==> src/rtl/sbe_pkg.sv <==
package sbe_pkg;
  // Classification of one line update, relative to the stored levels
  typedef struct packed {
    logic start;   // SCL held high, SDA falls
    logic rise;    // SCL goes 0 -> 1
    logic steady;  // written SDA equals stored SDA
  } line_ev_t;
endpackage

==> src/rtl/sbe_line_monitor.sv <==
module sbe_line_monitor
  import sbe_pkg::*;
(
  input  logic     clk,
  input  logic     rst,
  input  logic     upd_valid,
  input  logic     upd_scl,
  input  logic     upd_sda,
  input  logic     drv_force,
  input  logic     drv_level,
  output line_ev_t ev,
  output logic     scl_q,
  output logic     sda_q
);
  always_comb begin
    ev.start  = upd_valid && scl_q && upd_scl && sda_q && !upd_sda;
    ev.rise   = upd_valid && !scl_q && upd_scl;
    ev.steady = (sda_q == upd_sda);
  end

  // Stored levels: the written SCL, and SDA as the slave leaves it
  always_ff @(posedge clk) begin
    if (rst) begin
      scl_q <= 1'b1;
      sda_q <= 1'b1;
    end else if (upd_valid) begin
      scl_q <= upd_scl;
      sda_q <= drv_force ? drv_level : upd_sda;
    end
  end
endmodule

==> src/rtl/sbe_image_rom.sv <==
module sbe_image_rom #(
  parameter int AW = 8,
  parameter int DW = 8
) (
  input  logic [AW-1:0] rd_addr,
  output logic [DW-1:0] rd_data
);
  // Fixed image: three leading bytes, then a computed fill
  function automatic logic [DW-1:0] image_byte(input logic [AW-1:0] a);
    int v;
    case (int'(a))
      0:       image_byte = DW'(8'h80);
      1:       image_byte = DW'(8'h08);
      2:       image_byte = DW'(8'h04);
      default: begin
        v = int'(a) * 7 + 3;
        image_byte = DW'(v);
      end
    endcase
  endfunction

  always_comb rd_data = image_byte(rd_addr);
endmodule

==> src/rtl/sbe_sequencer.sv <==
module sbe_sequencer
  import sbe_pkg::*;
#(
  parameter int CW = 8,
  parameter int AW = 8,
  parameter int DW = 8,
  parameter int TW = 5
) (
  input  logic          clk,
  input  logic          rst,
  input  line_ev_t      ev,
  input  logic          bit_in,
  input  logic [DW-1:0] rom_data,
  output logic [AW-1:0] rom_addr,
  output logic          drv_force,
  output logic          drv_level,
  output logic [TW-1:0] tick,
  output logic          ack
);
  localparam logic [TW-1:0] K_START    = TW'(1);
  localparam logic [TW-1:0] K_CMD_END  = TW'(CW + 1);
  localparam logic [TW-1:0] K_ADDR_END = TW'(CW + AW + 1);

  logic [CW-1:0] cmd;
  logic [AW-1:0] addr;
  logic [DW-1:0] data;
  logic          idle;
  logic          active_rise;
  logic [TW-1:0] tick_inc;
  logic [AW-1:0] addr_next;

  always_comb begin
    idle        = (tick == '0) && !ack;
    active_rise = ev.rise && !idle;
    tick_inc    = tick + TW'(1);
    addr_next   = {addr[AW-2:0], bit_in};
    rom_addr    = addr_next;
  end

  // What the slave drives on this update
  always_comb begin
    drv_force = 1'b0;
    drv_level = 1'b0;
    if (active_rise) begin
      if (ack) begin
        drv_force = 1'b1;
      end else if (ev.steady) begin
        if (tick >= K_CMD_END && tick < K_ADDR_END) begin
          if (cmd[0]) begin
            drv_force = 1'b1;
            drv_level = data[DW-1];
          end
        end else if (tick >= K_ADDR_END) begin
          drv_force = 1'b1;
        end
      end
    end
  end

  always_ff @(posedge clk) begin
    if (rst) begin
      tick <= '0;
      cmd  <= '0;
      addr <= '0;
      data <= '0;
      ack  <= 1'b0;
    end else if (ev.start) begin
      tick <= K_START;
      cmd  <= '0;
    end else if (active_rise) begin
      if (ack) begin
        ack <= 1'b0;
      end else if (ev.steady) begin
        if (tick < K_CMD_END) begin
          cmd  <= {cmd[CW-2:0], bit_in};
          tick <= tick_inc;
          if (tick_inc == K_CMD_END) ack <= 1'b1;
        end else if (tick < K_ADDR_END) begin
          addr <= addr_next;
          if (tick_inc == K_ADDR_END) begin
            data <= rom_data;
            ack  <= 1'b1;
            tick <= '0;
          end else begin
            data <= data << 1;
            tick <= tick_inc;
          end
        end
      end
    end
  end
endmodule

==> src/rtl/sbe_responder.sv <==
module sbe_responder
  import sbe_pkg::*;
#(
  parameter int CMD_BITS  = 8,
  parameter int ADDR_BITS = 8,
  parameter int DATA_BITS = 8
) (
  input  logic clk,
  input  logic rst,
  input  logic upd_valid,
  input  logic upd_scl,
  input  logic upd_sda,
  output logic sda_out
);
  localparam int TICK_W = $clog2(CMD_BITS + ADDR_BITS + 2);

  line_ev_t             ev;
  logic                 scl_q;
  logic                 sda_q;
  logic                 drv_force;
  logic                 drv_level;
  logic [ADDR_BITS-1:0] rom_addr;
  logic [DATA_BITS-1:0] rom_data;
  logic [TICK_W-1:0]    seq_tick;
  logic                 seq_ack;

  sbe_line_monitor u_line (
    .clk       (clk),
    .rst       (rst),
    .upd_valid (upd_valid),
    .upd_scl   (upd_scl),
    .upd_sda   (upd_sda),
    .drv_force (drv_force),
    .drv_level (drv_level),
    .ev        (ev),
    .scl_q     (scl_q),
    .sda_q     (sda_q)
  );

  sbe_sequencer #(
    .CW (CMD_BITS),
    .AW (ADDR_BITS),
    .DW (DATA_BITS),
    .TW (TICK_W)
  ) u_seq (
    .clk       (clk),
    .rst       (rst),
    .ev        (ev),
    .bit_in    (upd_sda),
    .rom_data  (rom_data),
    .rom_addr  (rom_addr),
    .drv_force (drv_force),
    .drv_level (drv_level),
    .tick      (seq_tick),
    .ack       (seq_ack)
  );

  sbe_image_rom #(
    .AW (ADDR_BITS),
    .DW (DATA_BITS)
  ) u_rom (
    .rd_addr (rom_addr),
    .rd_data (rom_data)
  );

  assign sda_out = sda_q;
endmodule

==> config.mk <==
export PLATFORM = sky130hd
export DESIGN_NAME = sbe_responder
export DESIGN_NICKNAME = d
export VERILOG_FILES = /design/src/rtl/sbe_pkg.sv /design/src/rtl/sbe_line_monitor.sv /design/src/rtl/sbe_image_rom.sv /design/src/rtl/sbe_sequencer.sv /design/src/rtl/sbe_responder.sv
export SDC_FILE = /design/constraint.sdc
export NUM_CORES = 1
export LEC_CHECK = 0
export BUFFER_PORTS_ARGS = -buffer_cell sky130_fd_sc_hd__buf_2
export CORE_MARGIN = 1
export CORE_UTILIZATION = 25
export DETAILED_ROUTE_END_ITERATION = 8
export PLACE_DENSITY = 0.46
export SETUP_SLACK_MARGIN = 0.1
export SLEW_MARGIN = 10
export SYNTH_ARGS = -nofsm -noshare
export SYNTH_HDL_FRONTEND = slang
export SYNTH_SLANG_ARGS = --single-unit
export TNS_END_PERCENT = 50
==> constraint.sdc <==
create_clock -name clk -period 6.9 [get_ports clk]
set_input_delay 1.38 -clock clk [delete_from_list [all_inputs] [get_ports clk]]
set_output_delay 1.38 -clock clk [all_outputs]
set_load 0.1 [all_outputs]
* Yosys cells after proc, flatten, opt, wreduce, memory -nomap -nowiden
Cells that the tools add are included.
Word-level totals: logic and storage cells 76, output and inout bits 1, register bits 24, input port bits 5
Operators by class: eq/ne operators 6, multipliers 1, $add $sub $neg 2, bitwise gates (word level) 3, $lt $le $gt $ge 4, reductions and logical operators 25, muxes and demuxes 27
Operators with widths (count):
- case mux 8 bit (3 select lines) | 1
- two-way mux 1 bit | 22
- two-way mux 5 bit | 3
- AND reduction 4 bit | 3
- logical AND 1 bit | 9
- adder 8 x 3 -> 8 bit (second input constant) | 1
- equality test 8 x 1 -> 1 bit (second input constant) | 1
- equality test 8 x 2 -> 1 bit (second input constant) | 1
- logical NOT 8 bit | 1
- multiplier 8 x 3 -> 8 bit (second input constant) | 1
- two-way mux 8 bit | 1
- AND reduction 6 bit | 1
- nonzero test 2 bit | 3
- adder 5 x 1 -> 5 bit (second input constant) | 1
- equality test 5 x 4 -> 1 bit (second input constant) | 1
- equality test 5 bit (second input constant) | 1
- >= comparator 5 x 4 -> 1 bit (second input constant) | 1
- >= comparator 5 bit (second input constant) | 1
- logical NOT 5 bit | 1
- less-than comparator 5 x 4 -> 1 bit (second input constant) | 1
- less-than comparator 5 bit (second input constant) | 1
- logical NOT 1 bit | 4
- inverter 1 bit | 3
- nonzero test 3 bit | 1
- other kinds (4) | 4

* Longest topological paths before layout
depth after elaboration 9, depth in mapped cells 10, gate-level depth less buffers 10

* Modules after synthesis
Synthesis repeated with hierarchy kept, for this count alone.
Unflattened totals: cells, all modules 219, area total of the unflattened synthesis 1888.1 µm²
Modules (own cells, without submodules):
- sbe_sequencer | sequential area each 440.4 µm², instances 1, cells an instance 137, area each 1182.4 µm²
- sbe_image_rom | sequential area each 0.0 µm², instances 1, cells an instance 70, area each 594.3 µm²
- sbe_line_monitor | sequential area each 40.0 µm², instances 1, cells an instance 12, area each 111.4 µm²

* Worst setup path before layout
Ideal clock, no wire load.
path kind input to register, start in upd_sda, end reg u_seq.data[5], data arrival time 3432 ps, setup time 88 ps, stages 8, slack 3380 ps, cells stage by stage fa_1 > ha_1 > fa_1 > a21o_1 > a21oi_1 > xnor2_1 > nand4_1 > a311oi_2
Between the ends: word-level cells in the longest chain between the ends 4, elaborated cells on any way between the ends 12, classes of those cells 1 x add/sub; 1 x mul; 3 x eq/ne; 2 x mux; 1 x bitwise; 4 x reduce/logical
RTL lines:
- from (decl) | RTL line sbe_responder.sv:12 | input logic upd_sda,
- multiplier 8 x 3 -> 8 bit / logical NOT 1 bit (equally long branches) | RTL line sbe_image_rom.sv:16, sbe_line_monitor.sv:16
- adder 8 x 3 -> 8 bit / logical AND 1 bit (equally long branches) | RTL line sbe_image_rom.sv:16, sbe_line_monitor.sv:16
- case mux 8 bit (3 select lines) / inverter 1 bit (equally long branches)
- two-way mux 8 bit / AND reduction 6 bit (equally long branches)
- to (signal assigned) | RTL line sbe_sequencer.sv:81 | data <= rom_data;
- to (signal assigned) | RTL line sbe_sequencer.sv:85 | data <= data << 1;
- to (decl) | RTL line sbe_sequencer.sv:26 | logic [DW-1:0] data;
Parallel ways exist; a longest one is shown, timed or not. A chain may end at the register's enable or synchronous reset.

* Worst setup path in the final report
Ends and elaborated chain as after synthesis.

==> impl_metrics.json <==
{
  "netlist_instances": 240,
  "skew_ps": 1.378,
  "die_h_um": 93.72,
  "intPower_mw": 0.2248,
  "totalWireLength_um": 4668,
  "fmax_mhz": 280.5,
  "yosysTopAreaCellShare_pct": 22.84,
  "netlist_top_cells_area": "dfxtp_1, ha_1, fa_1",
  "pwr-share-comb_pct": 8.4,
  "drive_gt1_share_pct": 17.15,
  "overflow": 0,
  "fill_cells": 906,
  "path_delay_family": "adder cells",
  "grt_start_max_net_pins": 23,
  "p_sw_mw": 0.06817,
  "grt_pass1_vias": 1621,
  "ant_nets": 0,
  "swShare_pct": 23.27,
  "vias_per_cell": 5.017,
  "clockBufferDepth": 2,
  "cp_max_fo": 11,
  "syn_nets": 270,
  "clk_latency_ps": 270,
  "place.gp.congestion": 0.7430,
  "cap_violations": 0,
  "setup.worst_path.end_class": "flip-flop",
  "num_rows": 33,
  "cp.arrival_ps": 3760,
  "cts_resized": 0,
  "hold_path.class": "flip-flop to flip-flop",
  "layout_commonest_cell": "dfxtp_1",
  "avgSynthCellArea_um2": 8.764,
  "n_antenna_cell": 0,
  "peakVddDrop_mv": 0.06488,
  "first_iter_violations": 70,
  "vias": 1726,
  "period_share_pct": 51.67,
  "min_from": "u_seq.data[0]$_SDFFE_PP0P_",
  "slowest_stage": "fa_1",
  "io_pins": 6,
  "yosys.area.top_type": "dfxtp_1",
  "slew_headroom_pct": 45.62,
  "pre_cts_ws_ps": 3053,
  "fin_nets": 270,
  "initial_core_util_pct": 25.73,
  "cts_tree": "yes",
  "ys_types": 60,
  "drtPass1Iterations": 4,
  "hold_viol": 0,
  "utilization_pct": 27.58,
  "dieArea_um2": 8783,
  "antenna_found_initial": 0,
  "core_area_um2": 8175,
  "path_cells": "buf_2, fa_1, ha_1, fa_1, a21o_1, a21oi_1, xnor2_1, nand4_1, a311oi_2",
  "worstSetupStartpointType": "input port",
  "cp-startpoint": "upd_sda",
  "grt_pass1_wl_um": 8155,
  "critical-path-max-stage-delay_ps": 450,
  "post_cts_buffers": 0,
  "cts_sinks": 24,
  "fp.dieW_um": 93.72,
  "final_cell_mix": "dfxtp_1, inv_1, ha_1",
  "ys.flop_type": "dfxtp_1",
  "crit_buf_inv": 1,
  "netlist_area_um2": 2103,
  "pwr_density_cell_nw_per_um2": 129.9,
  "required_ps": 7090,
  "seqPwrFrac_pct": 48.1,
  "setup_viol": 0,
  "critPathKind": "input port to flip-flop",
  "leakage_nw": 0.8890,
  "yosys_warnings": 0,
  "drcViolationCount": 0,
  "tightest_slew_ps": 808.8,
  "cts_htree_levels": 1,
  "ys_seq_area_share_pct": 22.84,
  "async_flop_share_pct": 0,
  "fin_tns_setup_ps": 0,
  "clkPwrFrac_pct": 43.5,
  "dpl.hpwl_um": 3490,
  "grtUsageTotal_pct": 11.74,
  "min_period_ps": 3565,
  "rsz0062_at_grt": "false",
  "holdBufCountCts": 0,
  "area_delta_synth_final_pct": 7.198,
  "wl_per_cell_um": 13.57,
  "fin_ws_ps": 3335,
  "synth_edf_count": 0,
  "cts_buffers": 3,
  "outcome": "finished, final reports clean",
  "slew_viol_final": 0,
  "regToRegStartpoint": "u_seq.addr[3]$_SDFFE_PP0P_",
  "clockRootBuffer": "clkbuf_8",
  "synth_seq_cells": 24,
  "port_buffers": 5,
  "path_clk_slew_ps": 90,
  "crit_top_cell": "fa_1"
}
## Yosys cell counts, drive strengths merged (2+ instances only)
library cell,instances
xnor2,4
a211oi,4
o31ai,2
fa,6
nor4,2
and2,5
nand4,9
nand2,12
o21bai,2
buf,6
inv,19
a21oi,25
a311oi,4
mux2i,3
dfxtp,24
and3,3
o211ai,2
ha,19
or3,2
nand3,3
nor2,19
o21ai,11
nand2b,3
nor3,6
or2,2
or4,2
a31oi,7
clkbuf,5
nor2b,2
xor2,5
a21o,3
## power by group through the flow
stage | Combinational (mW) | Sequential, mW | Clock (mW)
2_1_floorplan | 0.0165 | 0.146 | 0
3_3_place_gp | 0.0247 | 0.144 | 0
3_5_place_dp | 0.0247 | 0.144 | 0
4_1_cts | 0.0248 | 0.141 | 0.135
5_1_grt | 0.0273 | 0.141 | 0.139
6_report | 0.0246 | 0.141 | 0.127
## cell type report
type	instances	area, µm²	share of cell area [%]
clock inverters	1	30.03	1.332
multi-input cells	186	1468	65.09
clock buffers	3	41.29	1.831
well taps	105	131.4	5.827
inverters	19	71.32	3.163
repair buffers	6	32.53	1.443
flip-flops and latches	24	480.5	21.31
## cells by family (layout without fill, tap and decap cells)
group,count (synthesis),after routing,synth area share (%)
buffers and inverters,30,29,7.377
muxes,3,3,2.023
adders and majority gates,25,25,17.01
xor gates and xnor gates,10,10,4.818
DFF,24,24,22.84
AOI/OAI and AO/OA,72,72,24.75
and+or+nand+nor,76,76,21.18
## state kept, by name, summed over array words and instances (netlist names)
| name | flops |
|---|---|
| u_line.scl_q | 1 |
| u_line.sda_q | 1 |
| u_seq.ack | 1 |
| u_seq.addr | 7 |
| u_seq.cmd | 1 |
| u_seq.data | 8 |
| u_seq.tick | 5 |
## per-stage QoR
step | power, mW | hold slack (ps) | cell area, µm² | instances
5_1_grt | 0.3075 | 480.8 | 2255 | 344
3_5_place_dp | 0.1689 | 454.2 | 2183 | 340
2_1_floorplan | 0.1621 | 428.5 | 2103 | 240
4_1_cts | 0.3004 | 469.0 | 2255 | 344
3_3_place_gp | 0.1690 | 456.6 | 2183 | 340
6_report | 0.2929 | 465.9 | 2255 | 344
## path summary, 6_finish.rpt
kind,endpoint,slack [ps],depth (start not counted)
worst min register to register,u_seq.data[0]$_SDFFE_PP0P_,470,2
worst max register to register,u_seq.data[6]$_SDFFE_PP0P_,3750,10
worst min-delay path,u_seq.data[0]$_SDFFE_PP0P_,470,2
worst max-delay path,u_seq.data[5]$_SDFFE_PP0P_,3330,9
## tightest hold or removal path, delay by kind of cell, from the launching register on
kind / cells / cell delay [ps]
AO/OA/AOI/OAI: 1 / 60
flip-flops: 1 / 320
AND/OR/NAND/NOR: 1 / 50
## layer usage
| layer | vias to the layer above | global-route usage [%] | wire length [µm] |
|---|---|---|---|
| li1 | 879 | - | - |
| met1 | 818 | 16.28 | 2393 |
| met2 | 20 | 18.73 | 2078 |
| met3 | 9 | 1.375 | 106 |
| met4 | 0 | 3.974 | 89 |
| met5 | - | 0 | 0 |
No activity file was read; power rests on OpenSTA's default activity.
